File: src/rtl/page_mig_ctr.sv
module page_mig_ctr #(
  parameter int PAGES     = 8,
  parameter int NODE_W    = 2,
  parameter int CNT_W     = 4,
  parameter int HOME_NODE = 0,
  localparam int PG_W     = $clog2(PAGES),
  localparam int NODES    = 1 << NODE_W
) (
  input  logic              clk,
  input  logic              rst_n,
  input  logic              acc_valid,
  input  logic [PG_W-1:0]   acc_page,
  input  logic [NODE_W-1:0] acc_node,
  input  logic              clr_valid,
  input  logic [PG_W-1:0]   clr_page,
  input  logic [CNT_W-1:0]  thresh,
  input  logic              irq_ack,
  output logic              irq_valid,
  output logic [PG_W-1:0]   irq_page,
  output logic [NODE_W-1:0] irq_node
);
  localparam logic [NODE_W-1:0] HOME = NODE_W'(HOME_NODE);

  logic [CNT_W-1:0] cnt [PAGES][NODES];

  wire [CNT_W-1:0] cur    = cnt[acc_page][acc_node];
  wire [CNT_W-1:0] home_c = cnt[acc_page][HOME];
  wire [CNT_W-1:0] nxt    = (&cur) ? cur : cur + 1'b1;
  wire             ack_go = irq_valid && irq_ack;
  wire             hit    = (clr_valid && clr_page == acc_page) ||
                            (ack_go && irq_page == acc_page);
  wire             bump   = acc_valid && !hit;
  wire [CNT_W:0]   bar    = {1'b0, home_c} + {1'b0, thresh};
  wire             fire   = bump && (acc_node != HOME) && !irq_valid &&
                            ({1'b0, nxt} > bar);

  always_ff @(posedge clk or negedge rst_n) begin
    if (!rst_n) begin
      for (int p = 0; p < PAGES; p++)
        for (int n = 0; n < NODES; n++)
          cnt[p][n] <= '0;
    end else begin
      for (int p = 0; p < PAGES; p++)
        for (int n = 0; n < NODES; n++)
          if ((clr_valid && clr_page == PG_W'(p)) || (ack_go && irq_page == PG_W'(p)))
            cnt[p][n] <= '0;
          else if (bump && acc_page == PG_W'(p) && acc_node == NODE_W'(n))
            cnt[p][n] <= nxt;
    end
  end

  always_ff @(posedge clk or negedge rst_n) begin
    if (!rst_n) begin
      irq_valid <= 1'b0;
      irq_page  <= '0;
      irq_node  <= '0;
    end else if (fire) begin
      irq_valid <= 1'b1;
      irq_page  <= acc_page;
      irq_node  <= acc_node;
    end else if (irq_ack) begin
      irq_valid <= 1'b0;
    end
  end
endmodule

File: config.mk
export PLATFORM = sky130hd
export DESIGN_NAME = page_mig_ctr
export DESIGN_NICKNAME = d
export VERILOG_FILES = /design/src/rtl/page_mig_ctr.sv
export SDC_FILE = /design/constraint.sdc
export NUM_CORES = 1
export LEC_CHECK = 0
export BUFFER_PORTS_ARGS = -buffer_cell sky130_fd_sc_hd__buf_4
export CORE_ASPECT_RATIO = 0.5
export CORE_UTILIZATION = 55
export DETAILED_ROUTE_END_ITERATION = 6
export PLACE_DENSITY = 0.75
export SLEW_MARGIN = 0
export SYNTH_ARGS = -nofsm -noshare
export SYNTH_HDL_FRONTEND = slang
export SYNTH_SLANG_ARGS = --single-unit
File: constraint.sdc
create_clock -name clk -period 4.1 [get_ports clk]
set_clock_uncertainty 0.05 [all_clocks]
set_input_delay 0.41 -clock clk [delete_from_list [all_inputs] [get_ports clk]]
set_output_delay 0.41 -clock clk [all_outputs]
set_load 0.01 [all_outputs]
# Word level (Yosys, flattened, before mapping)
# Cells that the tools add are included.
# Widths: inputs -> output; s select.
[totals] output_inout_bits=6 register_bits=134 word_cells=254
[op_classes] n_lt_le_gt_ge=3 n_bitwise=2 muxes=73 add_sub_neg=2 n_reduce_logical=113 n_eq_ne=26
[ops] op="$mux 4" n=67
[ops] op="$reduce_bool 2->1" n=34
[ops] op="$logic_and 1x1->1" n=63
[ops] op="$bmux 16 s3" n=1
[ops] op="$eq 3x3->1 const B" n=12
[ops] op="$mux 16" n=2
[ops] op="$eq 3x2->1 const B" n=6
[ops] op="$eq 3x1->1 const B" n=3
[ops] op="$logic_not 3->1" n=3
[ops] op="$logic_or 1x1->1" n=9
[ops] op="$bmux 4 s2" n=1
[ops] op="$eq 3x3->1" n=2
[ops] op="$add 4x4->5" n=1
[ops] op="$gt 4x5->1" n=1
[ops] op="$add 4x1->4 const B" n=1
[ops] op="$eq 2x2->1 const B" n=2
[ops] op="$ge 4x4->1 const B" n=1
[ops] op="$not 3->4" n=1
[ops] op="$reduce_and 4->1" n=1
[ops] op="$ge 3x3->1 const B" n=1
[ops] op="$not 2->3" n=1
[ops] op="$eq 2x1->1 const B" n=1
[ops] op="$logic_not 1->1" n=2
[ops] op="$logic_not 2->1" n=1
[ops] op="$mux 1" n=2

# Logic depth before layout (Yosys ltp)
# Gate-level depths: netlist of run 1.
[depth] depth_word=12 mapped_depth=22

# Worst setup path after synthesis of run 1
# No wires, ideal clock.
[synth_timing] kind="input -> register" startpoint="input acc_page[0]" endpoint="register irq_node[0]" path_slack_ps=-256 cell_stages=21 arrival_time_ps=4182 path_cell_list="buf_4 buf_6 mux4_2 and2_1 a211oi_1 and4_4 inv_1 ha_1 o31a_1 a21o_1 nand2_2 buf_2 inv_1 ha_1 nor2b_1 o21ai_0 nand2b_1 a21oi_1 nor3_1 o2111ai_1 mux2_2"
[synth_between] elab_chain_cells=11 word_cells_on_any_way=22
[synth_rtl] element="start: declaration" line="12" rtl="input logic [PG_W-1:0] acc_page,"
[synth_rtl] element="$not 3->4 (not written as such)" line="26, 27"
[synth_rtl] element="$bmux 16 s3" line="26, 27"
[synth_rtl] element="$mux 16 (not written as such) (2 in a row)" line="26, 27"
[synth_rtl] element="$bmux 4 s2" line="26" rtl="wire [CNT_W-1:0] cur = cnt[acc_page][acc_node];"
[synth_rtl] element="$mux 4 (not written as such) (2 in a row)" line="26"
[synth_rtl] element="$add 4x1->4 / $reduce_and 4->1 (equally long branches)" line="28" rtl="wire [CNT_W-1:0] nxt = (&cur) ? cur : cur + 1'b1;"
[synth_rtl] element="$mux 4" line="28"
[synth_rtl] element="$gt 4x5->1" line="35" rtl="({1'b0, nxt} > bar);"
[synth_rtl] element="$logic_and 1x1->1 *" line="34" rtl="wire fire = bump && (acc_node != HOME) && !irq_valid &&"
[synth_rtl] element="end signal: assignment" line="60" rtl="irq_node <= acc_node;"
[synth_rtl] element="end: declaration" line="20" rtl="output logic [NODE_W-1:0] irq_node"
# Mark *: on every way between the ends. The rest lies on a longest branch, timed or not. The select of a mux whose other input is x is not followed.
# A chain may end at the register's enable or synchronous reset.

# Worst setup path in the final report of run 1
[layout_timing] startpoint="register cnt[8] in the netlist's numbering" endpoint="register irq_page[1]"
[layout_between] elab_chain_cells=10 word_cells_on_any_way=11
[layout_rtl] element="start: declaration" line="24" rtl="logic [CNT_W-1:0] cnt [PAGES][NODES];"
[layout_rtl] element="start signal: indexed assignment" line="48" rtl="cnt[p][n] <= nxt;"
[layout_rtl] element="$bmux 16 s3 *" line="26"
[layout_rtl] element="$mux 16 (not written as such) * (2 in a row)" line="26"
[layout_rtl] element="$bmux 4 s2 *" line="26"
[layout_rtl] element="$mux 4 (not written as such) * (2 in a row)" line="26"
[layout_rtl] element="$add 4x1->4 / $reduce_and 4->1 (equally long branches)" line="28"
[layout_rtl] element="$mux 4 *" line="28"
[layout_rtl] element="$gt 4x5->1 *" line="35"
[layout_rtl] element="$logic_and 1x1->1 *" line="34"
[layout_rtl] element="end signal: assignment" line="59" rtl="irq_page <= acc_page;"
[layout_rtl] element="end: declaration" line="19" rtl="output logic [PG_W-1:0] irq_page,"
# Marks and branches as above.

==> results.py, run 1 <==
metrics = {
    "drt": {
        "first_iter_violations": 840,
        "wirelength_mm": 23.7,
        "drcViolationCount": 0,
        "drt_first_pass_iters": 6,
        "ant_nets": 0,
        "num_vias": 6669,
        "routedWlPerCell_um": 24.0,
        "vias_per_cell": 6.74,
    },
    "grt": {
        "track_usage_pct": 35.5,
        "first_global_vias": 6363,
        "antenna_found_initial": 0,
        "grt_first_pass_wirelength_mm": 37.1,
        "grt_max_degree": 52,
        "grt_overflow_total": 0,
    },
    "pwr": {
        "total_power_mw": 4.07,
        "powerDensity_nw_per_um2": 475,
        "leakage_nw": 3.96,
        "peakVddDrop_v": 0.000278,
    },
    "worst_setup_path": {
        "rrSetupSlack_ns": 0.23,
        "r2r_end": "irq_page[1]$_DFFE_PN0P_",
        "crit_chain": "mux4_2 > mux2_2 > a21oi_1 > and2_1 > inv_1 > ha_4 > o31a_1 > a21o_1 > nand2_2 > inv_1 > ha_1 > nor2b_1 > o21ai_0 > nand2b_1 > a21oi_2 > nor3_2 > o2111ai_4 > mux2_2",
        "end_kind": "register",
        "rr_startpoint": "cnt[8]$_DFFE_PN0P_",
        "critPathLaunchType": "register",
        "cp.required_ns": 4.35,
        "arrival_ns": 4.13,
        "path_class": "reg2reg",
        "crit_family": "multiplexers",
        "cpPeakStageDelay_ns": 0.46,
        "worstPathBufferInverterCount": 2,
        "r2r_cells": 18,
        "critical_path.max_fanout": 6,
        "slowest_stage": "mux4_2",
    },
    "floorplanning": {
        "core_um2": 13000,
        "die-area_um2": 14100,
        "die_h_um": 84.5,
        "placementRows": 29,
        "die_x_um": 167,
        "start_util_pct": 57.7,
        "ios": 23,
    },
    "placement": {
        "io_buffers": 22,
        "hpwl_mm": 16.0,
        "gp_congestion": 1.03,
    },
    "cells_and_area": {
        "seqCellArea_um2": 3350,
        "multi_input_area_um2": 3820,
        "nNetsFinal": 834,
        "area_growth_pct": 14.6,
        "num_antenna_cells": 0,
        "fillers": 990,
        "fin_util_pct": 66.2,
        "drive_above_1_share_pct": 20.9,
    },
    "yosys": {
        "synth-async-reset-ratio_pct": 100,
        "yosysWarningCount": 0,
        "synth_edf_count": 0,
        "postSynthAreaPerCell_um2": 9.66,
        "synthFlopType": "dfrtp_1",
        "yosysUniqueCellTypes": 63,
        "synth-seq-area-share_pct": 44.8,
        "ys_seq_elements": 134,
        "synth_cells": 774,
        "synthesis.nets": 801,
        "syn_area_um2": 7480,
    },
    "timing": {
        "relSlewSlack_pct": 18.8,
        "hold_viol_final": 0,
        "worstMarginPinSlew_ns": 1.22,
        "final_max_slew_viol_count": 0,
        "max_freq_mhz": 258,
        "grt_setup_unrepaired": "false",
        "period_share_pct": 94.5,
        "tns_ns": 0,
        "setup_viol": 0,
        "whs_ns": 0.143,
        "fin_crit_ns": 3.87,
    },
    "clocking": {
        "cts-buffers-inserted": 17,
        "clkSinkCount": 134,
        "clockBufferDepth": 2,
        "cts_tree": "built",
        "clkLatencyLatePin_ns": 0.42,
        "cts_root_buf": "clkbuf_16",
        "clk_pin_slew_worst_paths_ns": 0.06,
        "cts-htree-levels": 4,
    },
    "hold_path": {
        "hold_path_end": "irq_valid$_DFFE_PN0P_",
        "hold_class": "in2reg",
        "min-delay-start": "irq_ack",
        "hold_depth": 2,
    },
    "run_status": {
        "status": "completed",
    },
    "run": {
        "max_cap_viol_count": 0,
    },
}
-- repair_timing --
action / in CTS / in global routing
hold buffers: 1 / 0
buffers inserted: 0 / 0
setup endpoints to repair: 0 / 4
resized for setup: 0 / 1
hold endpoints to repair: 49 / 0
-- final cells by class --
cell class | instances | share of cell area, %
multi-input combinational | 576 | 44.6
sequential | 134 | 39.1
timing repair buffer | 70 | 6.20
clock buffer | 18 | 5.12
tap | 170 | 2.48
clock inverter | 14 | 2.16
inverter | 8 | 0.350
-- cell families (layout without fill, tap and decap cells) --
family / count (synthesis) / count (layout) / share of synthesized area (%)
AO/OA/AOI/OAI: 158 / 158 / 12.9
multiplexers: 50 / 50 / 10.6
AND/OR/NAND/NOR: 349 / 349 / 23.6
adder cells (fa/ha/maj): 10 / 10 / 1.77
flip-flops: 134 / 134 / 44.8
XOR/XNOR: 9 / 9 / 1.15
buffers and inverters: 64 / 110 / 5.10
-- report_power, final --
part / internal [mW] / switching, mW / total (mW)
Clock: 0.991 / 0.653 / 1.64
Sequential: 1.48 / 0.130 / 1.61
Combinational: 0.332 / 0.490 / 0.822
-- worst reg2reg max path, cell delays in order (launching register included) --
cell and delay [ns]:
dfrtp_1 0.41, mux4_2 0.46, mux2_2 0.28, a21oi_1 0.23, and2_1 0.19, inv_1 0.08, ha_4 0.17, o31a_1 0.11
a21o_1 0.18, nand2_2 0.07, inv_1 0.04, ha_1 0.29, nor2b_1 0.13, o21ai_0 0.15, nand2b_1 0.09, a21oi_2 0.17
nor3_2 0.08, o2111ai_4 0.18, mux2_2 0.38
-- metal layers --
| metal | part of all wire [%] | GRT usage, % |
|---|---|---|
| met3 | 14 | 11.5 |
| met4 | 1.8 | 9.85 |
| met1 | 43 | 52.3 |
| met2 | 42 | 50.1 |
| met5 | 0 | 0 |
-- placed cells by master, fill, tap and decap left out, types with 6 or more instances in the layout --
cell,count
nand3_2,12
clkbuf_16,17
o21ai_1,15
mux4_2,19
inv_6,7
nand3_1,144
o22a_1,6
buf_4,68
ha_1,7
a21oi_1,45
and3_1,31
nor2_1,14
dfrtp_1,134
nand2b_1,8
mux2_2,18
nand2_1,106
o21ai_0,44
mux2i_1,10
inv_1,7
o22ai_1,10
-- synthesized netlist by cell type (all sizes together), types with 3 or more instances --
library cell / count / share of area, %
a211oi: 6 / 0.67
a21o: 3 / 0.30
a21oi: 47 / 3.2
and2: 5 / 0.45
and3: 31 / 2.6
buf: 32 / 3.5
clkbuf: 24 / 1.2
dfrtp: 134 / 45
ha: 9 / 1.5
inv: 8 / 0.40
mux2: 19 / 2.9
mux2i: 10 / 1.3
mux4: 21 / 6.4
nand2: 107 / 5.4
nand2b: 8 / 0.67
nand3: 156 / 11
nand3b: 3 / 0.30
nor2: 14 / 0.70
nor2b: 5 / 0.42
nor3: 5 / 0.33
o2111ai: 3 / 0.35
o211a: 5 / 0.67
o21ai: 59 / 3.9
o22a: 6 / 0.70
o22ai: 10 / 0.84
o32a: 3 / 0.40
or2: 4 / 0.33
xnor2: 6 / 0.80
xor2: 3 / 0.35
-- stage by stage --
stage          area (µm²)  instances  setup slack (ns)
6_report             8570        990             0.227
5_1_grt              8570        990           0.00550
4_1_cts              8560        990             0.236
3_5_place_dp         7930        957            -0.104
3_3_place_gp         7930        957           -0.0163
2_1_floorplan        7550        774          -0.00305
-- flip-flops by register name (all words and copies together), names as in the netlist --
signal and cells:
cnt 128, irq_page 3, irq_node 2, irq_valid 1
-- worst max-delay path by stage --
stage	start	end	slack, ns	cells after the start
final	cnt[8]$_DFFE_PN0P_	irq_page[1]$_DFFE_PN0P_	0.23	18
after global routing	cnt[8]$_DFFE_PN0P_	irq_page[1]$_DFFE_PN0P_	0.006	18
after CTS	cnt[8]$_DFFE_PN0P_	irq_page[1]$_DFFE_PN0P_	0.24	18
after detailed placement	acc_page[1]	irq_node[1]$_DFFE_PN0P_	-0.10	17
after global placement	acc_page[1]	irq_node[1]$_DFFE_PN0P_	-0.02	17
after floorplan	acc_page[0]	irq_node[1]$_DFFE_PN0P_	-0.003	21
No activity file was read; power rests on OpenSTA's default activity.
==> inputs of run 2 (changes only) <==
--- a/config.mk
+++ b/config.mk
@@ -9,7 +9,7 @@
 export CORE_ASPECT_RATIO = 0.5
 export CORE_UTILIZATION = 55
 export DETAILED_ROUTE_END_ITERATION = 6
-export PLACE_DENSITY = 0.75
+export PLACE_DENSITY = 0.72
 export SLEW_MARGIN = 0
 export SYNTH_ARGS = -nofsm -noshare
 export SYNTH_HDL_FRONTEND = slang
==> constraint.sdc (replaced) <==
create_clock -name clk -period 3.9 [get_ports clk]
set_clock_uncertainty 0.05 [all_clocks]
set_input_delay 0.39 -clock clk [delete_from_list [all_inputs] [get_ports clk]]
set_output_delay 0.39 -clock clk [all_outputs]
set_load 0.01 [all_outputs]
==> run 2 against run 1 <==
Effect of this change: final cell count is 1.5% higher; worst hold slack got worse by 0.12 ns; critical path depth did not move; via count is essentially flat; wire length increased by 4.3%; clock-buffer cell count unchanged; setup slack got worse by 0.15 ns; flip-flop and latch count unchanged; first-iteration DRC count rose by 21%.
==> results.py, run 2 (synthesis gave the netlist of run 1 again) <==
metrics = {
    "run_status": {
        "status": "completed",
    },
    "grt": {
        "grt_overflow_total": 0,
        "grt_first_pass_wirelength_mm": 38.0,
        "first_global_vias": 6342,
        "grt_max_degree": 99,
        "antenna_found_initial": 0,
        "track_usage_pct": 36.8,
    },
    "cells_and_area": {
        "fillers": 1048,
        "nNetsFinal": 849,
        "final_cell_mix": "144 x nand3_1, 134 x dfrtp_1, 106 x nand2_1, 83 x buf_4, 44 x a21oi_1",
        "top_register": "cnt",
        "mostFrequentLayoutCell": "nand3_1",
        "final_cell_area_um2": 8720,
        "area_growth_pct": 16.5,
        "num_antenna_cells": 0,
        "largest_reg_flops": 128,
        "reg.largest.list": "cnt: 128 flops, irq_page: 3 flops, irq_node: 2 flops",
        "drive_above_1_share_pct": 22.8,
        "fin_util_pct": 67.3,
    },
    "drt": {
        "ant_nets": 0,
        "drt_first_pass_iters": 5,
        "num_vias": 6675,
        "first_iter_violations": 1020,
        "drcViolationCount": 0,
        "wirelength_mm": 24.7,
        "vias_per_cell": 6.64,
        "routedWlPerCell_um": 24.6,
    },
    "timing": {
        "relSlewSlack_pct": 20.8,
        "hold_viol_final": 0,
        "tns_ns": 0,
        "worstMarginPinSlew_ns": 1.19,
        "whs_ns": 0.0243,
        "period_share_pct": 98.0,
        "setup_viol": 0,
        "max_freq_mhz": 262,
        "final_max_slew_viol_count": 0,
        "fin_crit_ns": 3.82,
    },
    "placement": {
        "placed_area_um2": 8040,
        "gp_congestion": 0.959,
        "hpwl_mm": 16.5,
        "io_buffers": 22,
    },
    "clocking": {
        "postCtsHoldBufs": 0,
        "clkLatencyLatePin_ns": 0.41,
        "cts_root_buf": "clkbuf_16",
        "cts_tree": "built",
        "cts-htree-levels": 4,
        "clk_pin_slew_worst_paths_ns": 0.07,
        "clkSinkCount": 134,
        "clockBufferDepth": 2,
        "cts-buffers-inserted": 17,
    },
    "run": {
        "max_cap_viol_count": 0,
    },
    "worst_setup_path": {
        "path_class": "reg2reg",
        "slowest_stage": "mux4_2",
        "path_depth": 18,
        "rrSetupSlack_ns": 0.08,
        "arrival_ns": 4.07,
        "r2r_cells": 18,
        "end_kind": "register",
        "critPathLaunchType": "register",
        "cpPeakStageDelay_ns": 0.49,
        "crit_chain": "mux4_2 > nor2_1 > o31a_1 > and2_4 > inv_1 > ha_4 > o31a_1 > a21o_1 > nand2_2 > inv_1 > ha_1 > nor2b_1 > o21ai_1 > nand2b_1 > a21oi_2 > nor3_2 > o2111ai_4 > mux2_4",
        "crit_family": "compound AO/OA/AOI/OAI gates",
        "worstPathBufferInverterCount": 2,
        "cp.required_ns": 4.15,
        "critical_path.max_fanout": 6,
    },
    "floorplanning": {
        "ios": 23,
        "die_h_um": 84.5,
        "placementRows": 29,
        "die-area_um2": 14100,
        "start_util_pct": 57.7,
        "core_um2": 13000,
        "die_x_um": 167,
    },
    "pwr": {
        "total_power_mw": 4.29,
        "powerDensity_nw_per_um2": 492,
        "peakVddDrop_v": 0.000306,
        "leakage_nw": 4.06,
    },
    "hold_path": {
        "hold_class": "in2async",
    },
}
==> run 2: cell count changes in the layout (fill, tap and decap cells not counted), sizes merged <==
cell / delta
inv: -4
buf: +16
clkinv: +2
clkinvlp: +2
dlygate4sd3: -1
==> run 2: stage by stage <==
stage               cells  worst slack, ns
detailed placement    971           -0.280
global route         1005          -0.0808
finish               1005           0.0786
CTS                  1003           0.0309
global placement      971           -0.224
floorplan             774           -0.183
==> run 2: area by class of cell <==
| type | count | area, µm² | area share (%) |
|---|---|---|---|
| clock buffers | 18 | 429 | 4.92 |
| inverters | 8 | 30.0 | 0.345 |
| clock inverters | 14 | 175 | 2.01 |
| multi-input cells | 576 | 3860 | 44.3 |
| repair buffers | 85 | 654 | 7.51 |
| flip-flops and latches | 134 | 3350 | 38.5 |
| well taps | 170 | 213 | 2.44 |
==> run 2: path summary, 6_finish.rpt <==
path / start / endpoint
setup reg to reg: cnt[28]$_DFFE_PN0P_ / irq_node[1]$_DFFE_PN0P_
max in group asynchronous: rst_n / cnt[82]$_DFFE_PN0P_
hold reg to reg: cnt[62]$_DFFE_PN0P_ / cnt[62]$_DFFE_PN0P_
hold / removal: rst_n / cnt[28]$_DFFE_PN0P_
setup / recovery: cnt[28]$_DFFE_PN0P_ / irq_node[1]$_DFFE_PN0P_
min in group clk: irq_ack / irq_valid$_DFFE_PN0P_
==> run 2: worst reg2reg max path, stage by stage (launching register included) <==
cell and delay (ns):
dfrtp_1 0.43, mux4_2 0.49, nor2_1 0.18, o31a_1 0.23
and2_4 0.17, inv_1 0.07, ha_4 0.17, o31a_1 0.14
a21o_1 0.22, nand2_2 0.07, inv_1 0.04, ha_1 0.29
nor2b_1 0.13, o21ai_1 0.14, nand2b_1 0.09, a21oi_2 0.16
nor3_2 0.07, o2111ai_4 0.21, mux2_4 0.34
==> run 2: layer usage <==
metal / wire [µm] / global-route usage (%)
met1: 10800 / 56.1
met2: 10300 / 51.8
met3: 3080 / 9.52
met4: 471 / 9.34
met5: 0 / 0
==> run 2: what timing repair did <==
item / 4_1_cts / 5_1_grt
gates resized for setup: 1 / 11
setup endpoints to repair: 4 / 6
pin swaps: 0 / 6
setup buffers: 0 / 2
==> run 2: where the power goes <==
part,internal (mW),total (mW),switching [mW]
Sequential,1.55,1.70,0.148
Clock,1.01,1.68,0.668
Combinational,0.383,0.912,0.529
==> inputs of run 3 (changes only) <==
--- a/config.mk
+++ b/config.mk
@@ -5,6 +5,7 @@
 export SDC_FILE = /design/constraint.sdc
 export NUM_CORES = 1
 export LEC_CHECK = 0
+export ABC_AREA = 1
 export BUFFER_PORTS_ARGS = -buffer_cell sky130_fd_sc_hd__buf_4
 export CORE_ASPECT_RATIO = 0.5
 export CORE_UTILIZATION = 55
==> run 3 against run 2 <==
Effect of this change: critical endpoint is now irq_page[0]$_DFFE_PN0P_; sequential share of layout area up 0.39 points; fmax up 8.3%; non-clock buffer count down 34; worst hold slack better by 0.094 ns; power up 41%; largest cell class unchanged.
==> results.py, run 3 <==
metrics = {
    "run_status": {
        "status": "completed",
    },
    "timing": {
        "period_share_pct": 90.5,
        "relSlewSlack_pct": 50.4,
        "setup_viol": 0,
        "fin_crit_ns": 3.53,
        "worstMarginPinSlew_ns": 0.744,
        "max_freq_mhz": 283,
        "final_max_slew_viol_count": 0,
        "hold_viol_final": 0,
        "grt_setup_unrepaired": "false",
        "tns_ns": 0,
    },
    "run": {
        "max_cap_viol_count": 0,
    },
    "drt": {
        "drt_first_pass_iters": 5,
        "num_vias": 7650,
        "vias_per_cell": 5.76,
        "routedWlPerCell_um": 18.5,
        "drcViolationCount": 0,
        "ant_nets": 0,
        "first_iter_violations": 1092,
        "wirelength_mm": 24.6,
    },
    "pwr": {
        "leakage_nw": 4.67,
        "peakVddDrop_v": 0.000305,
        "powerDensity_nw_per_um2": 699,
        "total_power_mw": 6.03,
    },
    "cells_and_area": {
        "mostFrequentLayoutCell": "nand2_1",
        "final_cell_mix": "558 x nand2_1, 134 x dfrtp_1, 110 x nand3_1, 75 x nand4_1, 62 x inv_1",
        "reg.largest.list": "cnt: 128 flops, irq_page: 3 flops, irq_node: 2 flops",
        "fillers": 1232,
        "drive_above_1_share_pct": 9.86,
        "num_antenna_cells": 0,
        "top_register": "cnt",
        "largest_reg_flops": 128,
        "area_growth_pct": 11.5,
        "nNetsFinal": 1150,
    },
    "yosys": {
        "yosysUniqueCellTypes": 33,
        "postSynthAreaPerCell_um2": 6.99,
        "synth_area_leaders": "dfrtp_1 43%, nand2_1 27%, nand3_1 7.1%, nand4_1 6.1%, inv_1 3.0%",
        "yosys-top-cells-count": "558 x nand2_1, 134 x dfrtp_1, 110 x nand3_1",
        "netlist.area_leader.share_pct": 43.4,
        "synth_cells": 1106,
        "synth_most_common_cell": "nand2_1",
        "synth_top_cell_by_area": "dfrtp_1",
        "synth_edf_count": 0,
        "ys_seq_elements": 134,
        "synth-seq-area-share_pct": 43.4,
        "synthesis.nets": 1133,
        "synthFlopType": "dfrtp_1",
        "synth-async-reset-ratio_pct": 100,
        "syn_area_um2": 7730,
        "yosysWarningCount": 0,
    },
    "floorplanning": {
        "start_util_pct": 56.8,
        "die-area_um2": 14600,
        "core_um2": 13600,
        "die_h_um": 85.9,
        "placementRows": 30,
        "ios": 23,
        "die_x_um": 170,
    },
    "clocking": {
        "cts_tree": "built",
        "clk_pin_slew_worst_paths_ns": 0.06,
        "clkSinkCount": 134,
        "clkLatencyLatePin_ns": 0.43,
        "cts-buffers-inserted": 17,
        "cts_root_buf": "clkbuf_16",
        "cts-htree-levels": 4,
        "clockBufferDepth": 2,
    },
    "worst_setup_path": {
        "arrival_ns": 3.79,
        "end_kind": "register",
        "rr_startpoint": "cnt[28]$_DFFE_PN0P_",
        "rrSetupSlack_ns": 0.37,
        "cp.required_ns": 4.16,
        "crit_start": "cnt[28]$_DFFE_PN0P_",
        "r2r_cells": 21,
        "critPathLaunchType": "register",
        "path_class": "reg2reg",
        "slowest_stage": "o21ai_0",
        "crit_chain": "inv_1 > o21ai_0 > nand2_1 > nand4_1 > nand3_1 > nand4_2 > ha_1 > inv_1 > nor2_4 > nand2_1 > nand2_1 > nand2_2 > ha_1 > inv_1 > o21bai_1 > nand3_1 > a2111oi_0 > nand3_1 > buf_4 > nand2_1 > o21ai_1",
        "critPathMostFrequentCell": "nand2_1",
        "critical_path.max_fanout": 11,
        "cpPeakStageDelay_ns": 0.41,
        "r2r_end": "irq_page[0]$_DFFE_PN0P_",
    },
    "placement": {
        "io_buffers": 22,
        "gp_congestion": 1.00,
        "hpwl_mm": 17.2,
    },
    "grt": {
        "first_global_vias": 6901,
        "grt_first_pass_wirelength_mm": 38.3,
        "antenna_found_initial": 0,
        "grt_max_degree": 83,
        "grt_overflow_total": 0,
        "track_usage_pct": 35.5,
    },
    "hold_path": {
        "hold_depth": 2,
        "hold_class": "in2reg",
        "hold_path_end": "irq_valid$_DFFE_PN0P_",
        "min-delay-start": "irq_ack",
    },
}
==> run 3: worst max path at each step <==
stage | cells past startpoint | end | slack [ns]
after floorplan | 27 | irq_page[2]$_DFFE_PN0P_ | 0.52
final | 21 | irq_page[0]$_DFFE_PN0P_ | 0.37
after global placement | 20 | irq_node[1]$_DFFE_PN0P_ | 0.11
after CTS | 20 | irq_node[0]$_DFFE_PN0P_ | 0.35
after global routing | 21 | irq_page[1]$_DFFE_PN0P_ | 0.13
after detailed placement | 21 | irq_node[0]$_DFFE_PN0P_ | 0.02
==> run 3: layout make-up <==
class | count | area (µm²) | area share, %
clock buffers | 18 | 429 | 4.97
clock inverters | 14 | 154 | 1.78
inverters | 76 | 288 | 3.34
multi-input cells | 843 | 3760 | 43.6
flip-flops and latches | 134 | 3350 | 38.9
well taps | 192 | 240 | 2.78
repair buffers | 51 | 402 | 4.65
==> run 3: layer usage <==
layer	vias to the layer above	global-route usage [%]	share of wire, %
met1	3624	54.0	46
met4	0	5.98	1.1
met5	-	2.01	0
met2	418	49.2	40
li1	3574	-	-
met3	34	10.8	13
==> run 3: cell families (layout without fill, tap and decap cells) <==
| family | Yosys count | count (layout) | synth area share [%] |
|---|---|---|---|
| AND/OR/NAND/NOR | 797 | 797 | 43.9 |
| flip-flops | 134 | 134 | 43.4 |
| XOR/XNOR | 3 | 3 | 0.340 |
| adder cells (fa/ha/maj) | 10 | 10 | 1.71 |
| buffers and inverters | 129 | 159 | 8.01 |
| AO/OA/AOI/OAI | 33 | 33 | 2.65 |
==> run 3: stage by stage <==
step                      cells  setup slack [ns]  hold WS [ns]  instance area [µm²]  util (%)
after floorplan            1106             0.522        0.0444                 7730         -
after global placement     1294             0.111         0.413                 8030      58.9
after detailed placement   1294            0.0159         0.416                 8030      58.9
after CTS                  1327             0.348         0.111                 8620      63.3
after global routing       1328             0.129         0.128                 8630      63.3
final                      1328             0.371         0.118                 8630      63.3
==> run 3: what timing repair did <==
| item | in CTS | in global routing |
|---|---|---|
| setup endpoints to repair | 0 | 6 |
| endpoints found under the hold margin | 35 | 0 |
| setup buffers | 0 | 1 |
| hold buffers | 1 | 0 |
| gates resized for setup | 0 | 0 |
==> run 3: report_power, final <==
group          leakage [nW]  internal [mW]  switching, mW  total, mW
clock                 0.282          0.947          0.661       1.61
combinational          2.69          0.668           1.26       1.93
sequential             1.70           2.02          0.471       2.49
total                  4.67           3.64           2.39       6.03
==> run 3: critical path: cells and delay by family (launching register included) <==
| family | cells | cell delay [ns] |
|---|---|---|
| and+or+nand+nor | 11 | 1.14 |
| AOI/OAI and AO/OA | 4 | 1.02 |
| adders and majority gates | 2 | 0.48 |
| buffers and inverters | 4 | 0.37 |
| DFF | 1 | 0.36 |
